==> src/rtl/gpf_pkg.sv <==
package gpf_pkg;

  typedef enum logic {
    GPF_REG_ENABLE = 1'b0,
    GPF_REG_WINDOW = 1'b1
  } gpf_reg_e;

  localparam int GPF_REG_BITS = 8;

  function automatic int gpf_tick_div(input int clk_khz);
    int d;
    d = clk_khz / 1000;
    return (d < 1) ? 1 : d;
  endfunction

endpackage

==> src/rtl/gpf_regs.sv <==
module gpf_regs
  import gpf_pkg::*;
#(
  parameter int NPINS = 4
) (
  input  logic             clk,
  input  logic             rst_n,
  input  logic             cfg_we,
  input  logic             cfg_addr,
  input  logic [7:0]       cfg_wdata,
  output logic [7:0]       cfg_rdata,
  output logic [NPINS-1:0] en_o,
  output logic [NPINS-1:0] sel_o
);

  logic [NPINS-1:0] en_q;
  logic [NPINS-1:0] sel_q;

  always_ff @(posedge clk or negedge rst_n) begin
    if (!rst_n) begin
      en_q  <= '0;
      sel_q <= '0;
    end else if (cfg_we) begin
      if (gpf_reg_e'(cfg_addr) == GPF_REG_ENABLE) en_q <= cfg_wdata[NPINS-1:0];
      else sel_q <= cfg_wdata[NPINS-1:0];
    end
  end

  always_comb begin
    cfg_rdata = '0;
    if (gpf_reg_e'(cfg_addr) == GPF_REG_ENABLE) cfg_rdata[NPINS-1:0] = en_q;
    else cfg_rdata[NPINS-1:0] = sel_q;
  end

  assign en_o  = en_q;
  assign sel_o = sel_q;

endmodule

==> src/rtl/gpf_timebase.sv <==
module gpf_timebase #(
  parameter int TICK_DIV = 50
) (
  input  logic clk,
  input  logic rst_n,
  output logic tick_o
);

  generate
    if (TICK_DIV <= 1) begin : g_every_cycle
      assign tick_o = 1'b1;
    end else begin : g_divider
      localparam int DW = $clog2(TICK_DIV);
      localparam logic [DW-1:0] LAST = DW'(TICK_DIV - 1);
      logic [DW-1:0] div_q;
      always_ff @(posedge clk or negedge rst_n) begin
        if (!rst_n) div_q <= '0;
        else if (div_q == LAST) div_q <= '0;
        else div_q <= div_q + 1'b1;
      end
      assign tick_o = (div_q == LAST);
    end
  endgenerate

endmodule

==> src/rtl/gpf_sync2.sv <==
module gpf_sync2 #(
  parameter int NPINS = 4
) (
  input  logic             clk,
  input  logic             rst_n,
  input  logic [NPINS-1:0] d_i,
  output logic [NPINS-1:0] q_o
);

  logic [NPINS-1:0] meta_q;
  logic [NPINS-1:0] sync_q;

  always_ff @(posedge clk or negedge rst_n) begin
    if (!rst_n) begin
      meta_q <= '0;
      sync_q <= '0;
    end else begin
      meta_q <= d_i;
      sync_q <= meta_q;
    end
  end

  assign q_o = sync_q;

endmodule

==> src/rtl/gpf_pin_filter.sv <==
module gpf_pin_filter #(
  parameter int CW          = 15,
  parameter int SHORT_TICKS = 7,
  parameter int LONG_TICKS  = 25000
) (
  input  logic          clk,
  input  logic          rst_n,
  input  logic          tick_i,
  input  logic          en_i,
  input  logic          sel_i,
  input  logic          sync_i,
  output logic          out_o,
  output logic [CW-1:0] cnt_o
);

  localparam logic [CW-1:0] SHORT_M1 = CW'(SHORT_TICKS - 1);
  localparam logic [CW-1:0] LONG_M1  = CW'(LONG_TICKS - 1);

  logic          out_q;
  logic [CW-1:0] cnt_q;
  logic [CW-1:0] limit;

  assign limit = sel_i ? LONG_M1 : SHORT_M1;

  always_ff @(posedge clk or negedge rst_n) begin
    if (!rst_n) begin
      out_q <= 1'b0;
      cnt_q <= '0;
    end else if (!en_i) begin
      out_q <= sync_i;
      cnt_q <= '0;
    end else if (sync_i == out_q) begin
      cnt_q <= '0;
    end else if (tick_i) begin
      if (cnt_q >= limit) begin
        out_q <= sync_i;
        cnt_q <= '0;
      end else begin
        cnt_q <= cnt_q + 1'b1;
      end
    end
  end

  assign out_o = out_q;
  assign cnt_o = cnt_q;

endmodule

==> src/rtl/gpin_filter.sv <==
module gpin_filter
  import gpf_pkg::*;
#(
  parameter int NPINS    = 4,
  parameter int CLK_KHZ  = 50000,
  parameter int SHORT_US = 7,
  parameter int LONG_US  = 25000
) (
  input  logic             clk,
  input  logic             rst_n,
  input  logic [NPINS-1:0] pin_i,
  output logic [NPINS-1:0] pin_o,
  input  logic             cfg_we,
  input  logic             cfg_addr,
  input  logic [7:0]       cfg_wdata,
  output logic [7:0]       cfg_rdata
);

  localparam int TICK_DIV = gpf_tick_div(CLK_KHZ);
  localparam int MAX_US   = (LONG_US > SHORT_US) ? LONG_US : SHORT_US;
  localparam int CW       = $clog2(MAX_US + 1);

  logic [NPINS-1:0]    en_bits;
  logic [NPINS-1:0]    sel_bits;
  logic [NPINS-1:0]    pin_sync;
  logic [NPINS*CW-1:0] cnt_flat;
  logic                tick;

  gpf_regs #(.NPINS(NPINS)) u_regs (
    .clk       (clk),
    .rst_n     (rst_n),
    .cfg_we    (cfg_we),
    .cfg_addr  (cfg_addr),
    .cfg_wdata (cfg_wdata),
    .cfg_rdata (cfg_rdata),
    .en_o      (en_bits),
    .sel_o     (sel_bits)
  );

  gpf_timebase #(.TICK_DIV(TICK_DIV)) u_tb (
    .clk    (clk),
    .rst_n  (rst_n),
    .tick_o (tick)
  );

  gpf_sync2 #(.NPINS(NPINS)) u_sync (
    .clk   (clk),
    .rst_n (rst_n),
    .d_i   (pin_i),
    .q_o   (pin_sync)
  );

  for (genvar i = 0; i < NPINS; i++) begin : g_pin
    gpf_pin_filter #(
      .CW          (CW),
      .SHORT_TICKS (SHORT_US),
      .LONG_TICKS  (LONG_US)
    ) u_flt (
      .clk    (clk),
      .rst_n  (rst_n),
      .tick_i (tick),
      .en_i   (en_bits[i]),
      .sel_i  (sel_bits[i]),
      .sync_i (pin_sync[i]),
      .out_o  (pin_o[i]),
      .cnt_o  (cnt_flat[i*CW +: CW])
    );
  end

endmodule

==> config.mk <==
export PLATFORM = sky130hd
export DESIGN_NAME = gpin_filter
export DESIGN_NICKNAME = d
export VERILOG_FILES = /design/src/rtl/gpf_pkg.sv /design/src/rtl/gpf_regs.sv /design/src/rtl/gpf_timebase.sv /design/src/rtl/gpf_sync2.sv /design/src/rtl/gpf_pin_filter.sv /design/src/rtl/gpin_filter.sv
export SDC_FILE = /design/constraint.sdc
export NUM_CORES = 1
export LEC_CHECK = 0
export BUFFER_PORTS_ARGS = -buffer_cell sky130_fd_sc_hd__buf_2
export CORE_MARGIN = 2
export CORE_UTILIZATION = 30
export CTS_CLUSTER_DIAMETER = 200
export DETAILED_ROUTE_END_ITERATION = 6
export GPL_TIMING_DRIVEN = 1
export REMOVE_ABC_BUFFERS = 1
export SYNTH_ARGS = -nofsm -noshare
export SYNTH_HDL_FRONTEND = slang
export SYNTH_SLANG_ARGS = --single-unit
==> constraint.sdc <==
create_clock -name clk -period 2.43 [get_ports clk]
set_input_delay 0.1215 -clock clk [delete_from_list [all_inputs] [get_ports clk]]
set_output_delay 0.1215 -clock clk [all_outputs]
set_load 0.01 [all_outputs]
==> summary.md, run 1 <==
| Metric | Value |
|---|---|
| Setup-failing EPs final | 0 |
| Starting DRC count in detailed routing | 129 |
| Total grt overflow | 0 |
| CTS tree | built |
| Clk network pwr share | 0.398 |
| Crit. End Element | flop |
| Worst min-delay path startpoint | cfg_wdata[2] |
| Max cap viols | 0 |
| Post-Syn Area | 4976 µm² |
| Sw frac | 0.2689 |
| Tot GR Track Use | 0.1344 |
| Worst-skew pair later-pin latency | 0.35 ns |
| Dpl hpwl | 8167 µm |
| CP Data Arrival Time | 2.55 ns |
| Setup crit start | g_pin[2].u_flt.cnt_o[0] |
| FFs w/ async S/R, synth | 1.000 |
| Buffers on Ports | 19 |
| EDFF count, synth | 0 |
| Cell chosen for the clock root | clkbuf_16 |
| YS warnings | 0 |
| Slew @ Worst Pin | 0.5449 ns |
| Cells after Synth | 517 |
| Final worst path period need | 2.309 ns |
| Clock transition at the registers of the reported paths | 0.06 ns |
| Unrepaired setup endpoints after global routing | yes |
| PD cells | 650.5 nW/µm² |
| Die Ht | 132.8 µm |
| FF+latch count, synth | 86 |
| Post-route ant nets | 0 |
| Fmax | 0.4330 GHz |
| CP top delay family | simple AND/OR/NAND/NOR gates |
| Crit path required time | 2.67 ns |
| Vias per std cell | 5.062 |
| Pleak | 2.642 nW |
| Crit Path Class | reg2reg |
| Vias in the first global route | 4184 |
| Final hold violations | 0 |
| Hold Crit Class | in2reg |
| Worst setup SP type | flop |
| First-pass GRT wire length | 19580 µm |
| Commonest non-fill, non-tap cell in the layout | dfrtp_1 |
| Final wirelength | 10960 µm |
| Fin util | 0.3624 |
| Gate power share | 0.196 |
| CTS H-tree lvls | 3 |
| RR Startpoint | g_pin[2].u_flt.cnt_o[0] |
| Reg power frac | 0.406 |
| Clock sink total | 86 |
| Slowest cell delay on critical path | 0.39 ns |
| Most frequent cells in the layout | dfrtp_1 (86), nor2_1 (48), nand2_1 (48) |
| Share of layout cells above drive strength 1 | 0.1530 |
| Critical path peak fanout | 5 |
| Syn avg cell area | 9.625 µm² |
| Clk buf depth | 2 |
| Internal power | 2.828 mW |
| Max Slew Vio Count | 0 |
| Initial cell density of the core | 0.3033 |
| # IOs | 28 |
| Fin nets | 616 |
| Area growth syn-to-layout | 19.49% |
| Sw Pwr | 1.040 mW |
| Primary FF master, synth | dfrtp_1 |
| Buf/Inv on CP | 1 |
| Via count | 4024 |
| Antenna diodes | 0 |
| Residual DRC | 0 |
| Relative slew slack | 0.6367 |
| Library cells used by synthesis | 65 |
| Routed wire per std cell | 13.79 µm |
| Chip width | 132.8 µm |
| Post-synthesis sequential area ratio | 0.4325 |
| Crit-path cells | inv_1 -> ha_1 -> or3b_1 -> a21oi_1 -> o311a_1 -> nor4b_4 -> nand2_2 -> o311ai_1 |
| RePlAce Congestion | 0.8447 |
| Largest net degree at the start of global routing | 47 |
| Die ar. | 17630 µm² |
| Initial antenna violation count | 0 |
| Drt first pass iters | 4 |
| Row count | 47 |
| Tcrit/Tclk final | 0.9504 |
| Status | finished clean |
| Clock buffer count from CTS | 9 |
| Fin Setup TNS | 0 ns |
| Worst vdd ir | 0.3894 mV |
| Clock Skews | 0.009334 ns |
| Core area | 16410 µm² |
| Crit-path slowest cell | dfrtp_1 |
[metal layers]
layer	track usage	wire (µm)	vias to the layer above
met3	0.02031	246	14
met1	0.1719	5131	1984
met2	0.2271	5393	50
met5	0	0	-
met4	0.05556	191	0
li1	-	-	1976
[synth_stat cells (4+ instances only)]
library cell,instances,area share
nor2b_1,9,0.011
nand3_1,34,0.034
ha_1,30,0.075
o21ai_1,23,0.023
nand4_1,9,0.011
o21ai_0,14,0.014
nor4_1,6,0.0075
nand2_1,49,0.037
a21oi_1,12,0.012
a31oi_1,7,0.0088
nor2_1,48,0.036
a22o_1,13,0.023
dfrtp_1,86,0.43
clkbuf_1,7,0.0053
and4_1,4,0.0070
a21o_1,4,0.0060
and3_1,12,0.015
xor2_1,20,0.035
mux2_1,9,0.020
inv_1,15,0.011
nor3_1,11,0.011
buf_4,8,0.012
a31o_1,5,0.0088
xnor2_1,8,0.014
nand2b_1,7,0.0088
[worst paths after layout]
kind | slack, ns | end | cells past startpoint
hold reg to reg | 0.35 | u_sync.q_o[0] | 0
setup reg to reg | 0.12 | g_pin[2].u_flt.cnt_o[12] | 8
setup / recovery | 0.12 | g_pin[2].u_flt.cnt_o[12] | 8
min in group asynchronous | 0.31 | g_pin[0].u_flt.cnt_o[4] | 2
hold / removal | 0.02 | u_regs.en_o[2] | 3
max in group asynchronous | 1.49 | g_pin[3].u_flt.cnt_o[8] | 3
[registers in the layout (all words and copies together) (netlist names)]
register / cells
u_tb.g_divider.div_q: 6
u_sync.q_o: 4
g_pin.u_flt.cnt_o: 60
g_pin.u_flt.out_o: 4
u_regs.sel_o: 4
u_sync.meta_q: 4
u_regs.en_o: 4
[worst reg2reg max path, delay by kind of cell, from the launching register on]
kind | cells | cell delay (ns)
DFF | 1 | 0.39
and+or+nand+nor | 3 | 0.72
AOI/OAI and AO/OA | 3 | 0.72
buffers and inverters | 1 | 0.08
adders and majority gates | 1 | 0.30
[power groups by stage]
stage | sequential [mW] | clock (mW) | combinational (mW)
final | 1.57 | 1.54 | 0.759
after detailed placement | 1.60 | 0 | 0.709
after global routing | 1.58 | 1.63 | 0.847
after global placement | 1.59 | 0 | 0.682
after CTS | 1.57 | 1.58 | 0.719
after floorplan | 1.59 | 0 | 0.433
[kinds of logic (layout without fill, tap and decap cells)]
logic type                 Yosys count  in the layout  share of synthesized area
DFF                                 86             86                     0.4325
muxes                               15             15                    0.03394
other                                1              4                  0.0007536
adders and majority gates           30             30                    0.07543
buffers and inverters               35             90                    0.03420
AOI/OAI and AO/OA                  110            110                     0.1534
and+or+nand+nor                    211            211                     0.2172
xor gates and xnor gates            29             29                    0.05255
[per-stage QoR]
step	instances	setup slack, ns	area (µm²)	power, mW	hold WS, ns
global placement	767	0.07634	5470	2.273	0.1404
floorplan	503	0.1354	4885	2.025	-0.1741
CTS	788	0.004252	5856	3.864	0.01118
global route	795	-0.01171	5946	4.058	0.02321
finish	795	0.1206	5946	3.868	0.01802
detailed placement	767	0.02344	5470	2.305	0.1534
[timing repair]
| item | 4_1_cts | 5_1_grt |
|---|---|---|
| resized for setup | 0 | 9 |
| setup endpoints to repair | 0 | 29 |
| hold buffers | 5 | 0 |
| endpoints found under the hold margin | 44 | 0 |
| buffers inserted | 0 | 7 |
[layout make-up]
| type | instances | area [µm²] |
|---|---|---|
| clock buffer | 13 | 270.3 |
| fill | 1640 | 10460 |
| clock inverter | 3 | 65.06 |
| sequential | 86 | 2152 |
| inverter | 18 | 67.56 |
| timing repair buffer | 56 | 412.9 |
| tap | 220 | 275.3 |
| multi-input combinational | 399 | 2703 |
(Power assumes the default switching activity.)
==> inputs of run 2 (changes only) <==
--- a/config.mk
+++ b/config.mk
@@ -6,7 +6,7 @@
 export NUM_CORES = 1
 export LEC_CHECK = 0
 export BUFFER_PORTS_ARGS = -buffer_cell sky130_fd_sc_hd__buf_2
-export CORE_MARGIN = 2
+export CORE_MARGIN = 1.5
 export CORE_UTILIZATION = 30
 export CTS_CLUSTER_DIAMETER = 200
 export DETAILED_ROUTE_END_ITERATION = 6
@@ -14,4 +14,5 @@
 export REMOVE_ABC_BUFFERS = 1
 export SYNTH_ARGS = -nofsm -noshare
 export SYNTH_HDL_FRONTEND = slang
+export SYNTH_HIERARCHICAL = 1
 export SYNTH_SLANG_ARGS = --single-unit
==> summary.md, run 2 <==
| Metric | Value |
|---|---|
| Status | finished clean |
| Area share of the largest cell type after synthesis | 0.4323 |
| Primary FF master, synth | dfrtp_1 |
| Worst min-delay path startpoint | cfg_wdata[2] |
| Fin util | 0.3586 |
| FFs w/ async S/R, synth | 1.000 |
| Vias in the first global route | 3677 |
| Synth Area in Compound Gates | 0.08520 |
| Final worst path period need | 2.211 ns |
| Tcrit/Tclk final | 0.9100 |
| Pleak | 2.539 nW |
| Residual DRC | 0 |
| Synth top area cells | dfrtp_1 (43%), xor2_1 (7.9%), ha_1 (7.5%), nor2_1 (4.5%), nand2_1 (3.4%) |
| Commonest non-fill, non-tap cell in the layout | dfrtp_1 |
| Worst-skew pair later-pin latency | 0.35 ns |
| Count leader, synth | dfrtp_1 |
| Slew @ Worst Pin | 0.5703 ns |
| Post-Synth Simple-Gate Area | 0.2355 |
| Drt first pass iters | 5 |
| Syn avg cell area | 10.18 µm² |
| Register area | 2152 µm² |
| Crit-path slowest cell | a2111oi_4 |
| Max Slew Vio Count | 0 |
| Initial antenna violation count | 0 |
| Die Ht | 131.8 µm |
| Max reg flops | 60 |
| Cells after Synth | 489 |
| Final hold violations | 0 |
| Final wirelength | 9822 µm |
| Die ar. | 17380 µm² |
| Setup-failing EPs final | 0 |
| Xor and xnor area share after synthesis | 0.09676 |
| RR Startpoint | u_regs/sel_o[0] |
| Clock sink total | 86 |
| Fin nets | 583 |
| Share of layout cells above drive strength 1 | 0.1793 |
| CTS tree | built |
| EDFF count, synth | 0 |
| Clock Skews | 0.009212 ns |
| Total grt overflow | 0 |
| Worst vdd ir | 0.3569 mV |
| Unrepaired setup endpoints after global routing | no |
| Setup Buffers After CTS | 0 |
| Routed wire per std cell | 12.97 µm |
| Chip width | 131.8 µm |
| Row count | 46 |
| CTS H-tree lvls | 3 |
| Initial cell density of the core | 0.3100 |
| First-pass GRT wire length | 17240 µm |
| Area of the multi-input gates | 2680 µm² |
| FF+latch count, synth | 86 |
| Fmax | 0.4522 GHz |
| Clk buf depth | 2 |
| # IOs | 28 |
| Post-synthesis mux area share | 0.04222 |
| Dpl hpwl | 6962 µm |
| Tot GR Track Use | 0.1216 |
| Via count | 3646 |
| Setup crit start | u_regs/sel_o[0] |
| Vias per std cell | 4.816 |
| Post-Syn Area | 4979 µm² |
| Clock buffer count from CTS | 9 |
| CP top delay family | compound AO/OA/AOI/OAI gates |
| Crit path required time | 2.66 ns |
| Library cells used by synthesis | 36 |
| Post-synthesis sequential area ratio | 0.4323 |
| YS warnings | 6 |
| FILL cells | 1603 |
| Post-route ant nets | 0 |
| Area growth syn-to-layout | 15.66% |
| RePlAce Congestion | 0.8323 |
| Worst setup SP type | flop |
| Largest family of logic cells by synthesized area | simple AND/OR/NAND/NOR gates |
| Hold Crit Class | in2reg |
| Largest net degree at the start of global routing | 87 |
| Fin Setup TNS | 0 ns |
| Buffers on Ports | 19 |
| Adder-cell share of the synthesized area | 0.07540 |
| Slowest cell delay on critical path | 0.49 ns |
| Synth cell count leaders | dfrtp_1 (86), nor2_1 (60), nand2_1 (45), xor2_1 (45), nand3_1 (33) |
| Starting DRC count in detailed routing | 339 |
| Relative slew slack | 0.6185 |
| Core area | 16060 µm² |
| Most frequent cells in the layout | dfrtp_1 (86), nor2_1 (60), nand2_1 (45), xor2_1 (45), nand3_1 (33) |
| PD cells | 607.0 nW/µm² |
| Critical path peak fanout | 5 |
| Clock transition at the registers of the reported paths | 0.06 ns |
| CP Data Arrival Time | 2.44 ns |
| Max cap viols | 0 |
| Antenna diodes | 0 |
| Post-synth top area cell | dfrtp_1 |
| Crit-path cells | inv_1 -> ha_1 -> nand2_1 -> a21oi_1 -> a2111oi_4 -> a21oi_2 -> mux2_4 |
| Buf/Inv on CP | 1 |
| Crit Path Class | reg2reg |
| Crit. End Element | flop |
| Cell chosen for the clock root | clkbuf_16 |
==> run 2: worst register-to-register path, cell delays in order, from the launching register on <==
cell,delay (ns)
dfrtp_1,0.42
inv_1,0.14
ha_1,0.37
nand2_1,0.15
a21oi_1,0.09
a2111oi_4,0.49
a21oi_2,0.14
mux2_4,0.31
==> run 2: per-stage QoR <==
step,instances,hold slack (ns),setup WS (ns),total power [mW],instance area (µm²)
6_report,757,0.03304,0.2186,3.495,5758
5_1_grt,757,0.02573,0.05988,3.690,5758
4_1_cts,757,0.01902,0.1813,3.557,5757
3_5_place_dp,737,0.1993,0.1965,2.227,5433
3_3_place_gp,737,0.1933,0.2746,2.207,5433
2_1_floorplan,483,-0.1741,0.3718,1.994,4910
==> run 2: logic make-up after synthesis <==
family	Yosys count
AND/OR/NAND/NOR	221
adder cells (fa/ha/maj)	30
XOR/XNOR	55
buffers and inverters	30
flip-flops	86
AO/OA/AOI/OAI	50
multiplexers	16
other	1
==> run 2: timing repair <==
| action | in CTS | in global routing |
|---|---|---|
| resized for setup | 0 | 1 |
| setup endpoints to repair | 0 | 1 |
| endpoints found under the hold margin | 90 | 0 |
| hold buffers | 5 | 0 |
==> run 2: report_power, final <==
part	total, mW	internal, mW	switching (mW)	leakage [nW]
clock	1.29	0.716	0.573	0.135
combinational	0.626	0.267	0.359	1.26
sequential	1.58	1.50	0.0776	1.14
==> run 2: final timing paths <==
path | slack (ns) | cells after the start | to
worst min register to register | 0.35 | 0 | u_sync/q_o[1]
worst max-delay path | 0.22 | 7 | g_pin[0].u_flt/out_o
min in group asynchronous | 0.33 | 3 | g_pin[0].u_flt/cnt_o[2]
max in group asynchronous | 1.72 | 3 | g_pin[3].u_flt/cnt_o[3]
worst min-delay path | 0.03 | 2 | u_regs/sel_o[2]
worst max register to register | 0.22 | 7 | g_pin[0].u_flt/out_o
==> run 2: layer usage <==
metal  global-route usage  vias up  part of all wire
met2               0.1953       55              0.46
met4              0.04691        0             0.015
met1               0.1573     1777              0.49
met5                    0        -                 0
li1                     -     1805                 -
met3              0.03076        9             0.036
==> run 2: layout make-up <==
| type | count | area share |
|---|---|---|
| well taps | 216 | 0.04694 |
| inverters | 21 | 0.01369 |
| repair buffers | 43 | 0.05259 |
| multi-input cells | 376 | 0.4654 |
| flip-flops and latches | 86 | 0.3738 |
| clock buffers | 10 | 0.04150 |
| clock inverters | 5 | 0.006084 |
==> inputs of run 3 (changes only) <==
--- a/config.mk
+++ b/config.mk
@@ -14,5 +14,4 @@
 export REMOVE_ABC_BUFFERS = 1
 export SYNTH_ARGS = -nofsm -noshare
 export SYNTH_HDL_FRONTEND = slang
-export SYNTH_HIERARCHICAL = 1
 export SYNTH_SLANG_ARGS = --single-unit
==> summary.md, run 3 (synthesized netlist as in run 1, its figures left out) <==
| Metric | Value |
|---|---|
| Status | finished clean |
| Starting DRC count in detailed routing | 241 |
| Instance area after placement | 5430 µm² |
| Max cap viols | 0 |
| Relative slew slack | 0.6116 |
| Pleak | 2.597 nW |
| Share of layout cells above drive strength 1 | 0.1368 |
| Worst-skew pair later-pin latency | 0.34 ns |
| First-pass GRT wire length | 19410 µm |
| Clock transition at the registers of the reported paths | 0.07 ns |
| Via count | 4049 |
| Post-route cell area | 5877 µm² |
| Fin util | 0.3660 |
| Row count | 46 |
| RePlAce Congestion | 0.8117 |
| Max Slew Vio Count | 0 |
| Area growth syn-to-layout | 18.10% |
| Setup-failing EPs final | 0 |
| Most frequent cells in the layout | dfrtp_1 (86), nand2_1 (49), nor2_1 (48) |
| Final wirelength | 11000 µm |
| CTS tree | built |
| Die Ht | 131.8 µm |
| Final worst path period need | 2.333 ns |
| Die ar. | 17370 µm² |
| Clock buffer count from CTS | 9 |
| Setup WS pre-CTS | -0.01055 ns |
| Commonest non-fill, non-tap cell in the layout | dfrtp_1 |
| Vias in the first global route | 4125 |
| Dpl hpwl | 8069 µm |
| Fmax | 0.4287 GHz |
| Buffers on Ports | 19 |
| Crit path required time | 2.68 ns |
| Crit Path Class | reg2reg |
| Residual DRC | 0 |
| Final hold violations | 0 |
| CP Data Arrival Time | 2.58 ns |
| Fin Hold WS | 0.01965 ns |
| Antenna diodes | 0 |
| Routed wire per std cell | 13.99 µm |
| Largest net degree at the start of global routing | 46 |
| Clk buf depth | 2 |
| CTS H-tree lvls | 3 |
| Unrepaired setup endpoints after global routing | yes |
| Clock sink total | 86 |
| # IOs | 28 |
| Hold Crit Class | in2reg |
| Slew @ Worst Pin | 0.5815 ns |
| Max reg flops | 60 |
| Tot GR Track Use | 0.1352 |
| Vias per std cell | 5.151 |
| Critical path peak fanout | 7 |
| Final worst slack | 0.09743 ns |
| Worst vdd ir | 0.5293 mV |
| Initial cell density of the core | 0.3099 |
| Fin nets | 611 |
| Drt first pass iters | 4 |
| Initial antenna violation count | 0 |
| Core area | 16060 µm² |
| Post-route ant nets | 0 |
| Chip width | 131.8 µm |
| Clock Skews | 0.01024 ns |
| PD cells | 637.0 nW/µm² |
| Cell chosen for the clock root | clkbuf_16 |
| Crit. End Element | flop |
| Total grt overflow | 0 |
| Worst setup SP type | flop |
| Tcrit/Tclk final | 0.9599 |
run 3: path summary, 6_finish.rpt:
check	slack, ns	to	from	cells past startpoint
worst max-delay path	0.1	g_pin[1].u_flt.cnt_o[8]	u_regs.sel_o[1]	9
worst min-delay path	0.02	u_regs.en_o[2]	cfg_wdata[2]	3
worst max register to register	0.1	g_pin[1].u_flt.cnt_o[8]	u_regs.sel_o[1]	9
worst min register to register	0.35	u_sync.q_o[2]	u_sync.meta_q[2]	0
max in group asynchronous	1.47	g_pin[2].u_flt.cnt_o[8]	rst_n	3
min in group asynchronous	0.29	g_pin[3].u_flt.cnt_o[10]	rst_n	2
run 3: area by class of cell:
class,count,area (µm²)
inverters,18,67.56
clock buffers,11,252.7
fillers,1585,10180
multi-input cells,399,2699
flip-flops and latches,86,2152
clock inverters,5,65.06
well taps,216,270.3
repair buffers,51,370.4
run 3: where the power goes:
part	switching (mW)	internal, mW
Sequential	0.0685	1.50
Combinational	0.412	0.320
Clock	0.582	0.862
run 3: repair_timing:
action,4_1_cts,5_1_grt
setup endpoints to repair,2,14
buffers inserted,0,2
pin swaps,0,1
endpoints found under the hold margin,49,0
gates resized for setup,2,5
hold buffers,8,0
run 3: metal layers:
metal	share of wire	GRT usage	vias up
met5	0	0	-
met4	0.0084	0.03704	0
met3	0.032	0.03306	9
met2	0.47	0.2251	71
met1	0.49	0.1754	1995
li1	-	-	1974
run 3: through the flow:
| stage | TNS (ns) | power, mW | cells |
|---|---|---|---|
| global route | -0.007276 | 3.943 | 786 |
| detailed placement | -0.01055 | 2.288 | 760 |
| global placement | 0 | 2.260 | 760 |
| floorplan | 0 | 2.025 | 503 |
| CTS | 0 | 3.773 | 784 |
| finish | 0 | 3.743 | 786 |
run 3: critical path, stage by stage, from the launching register on:
cell and delay (ns):
dfrtp_1 0.41, inv_2 0.09, ha_1 0.30, nand2_1 0.10, nor4_1 0.06, a221o_1 0.34, or3_4 0.40, buf_4 0.18
o2bb2a_1 0.29, o31ai_1 0.06
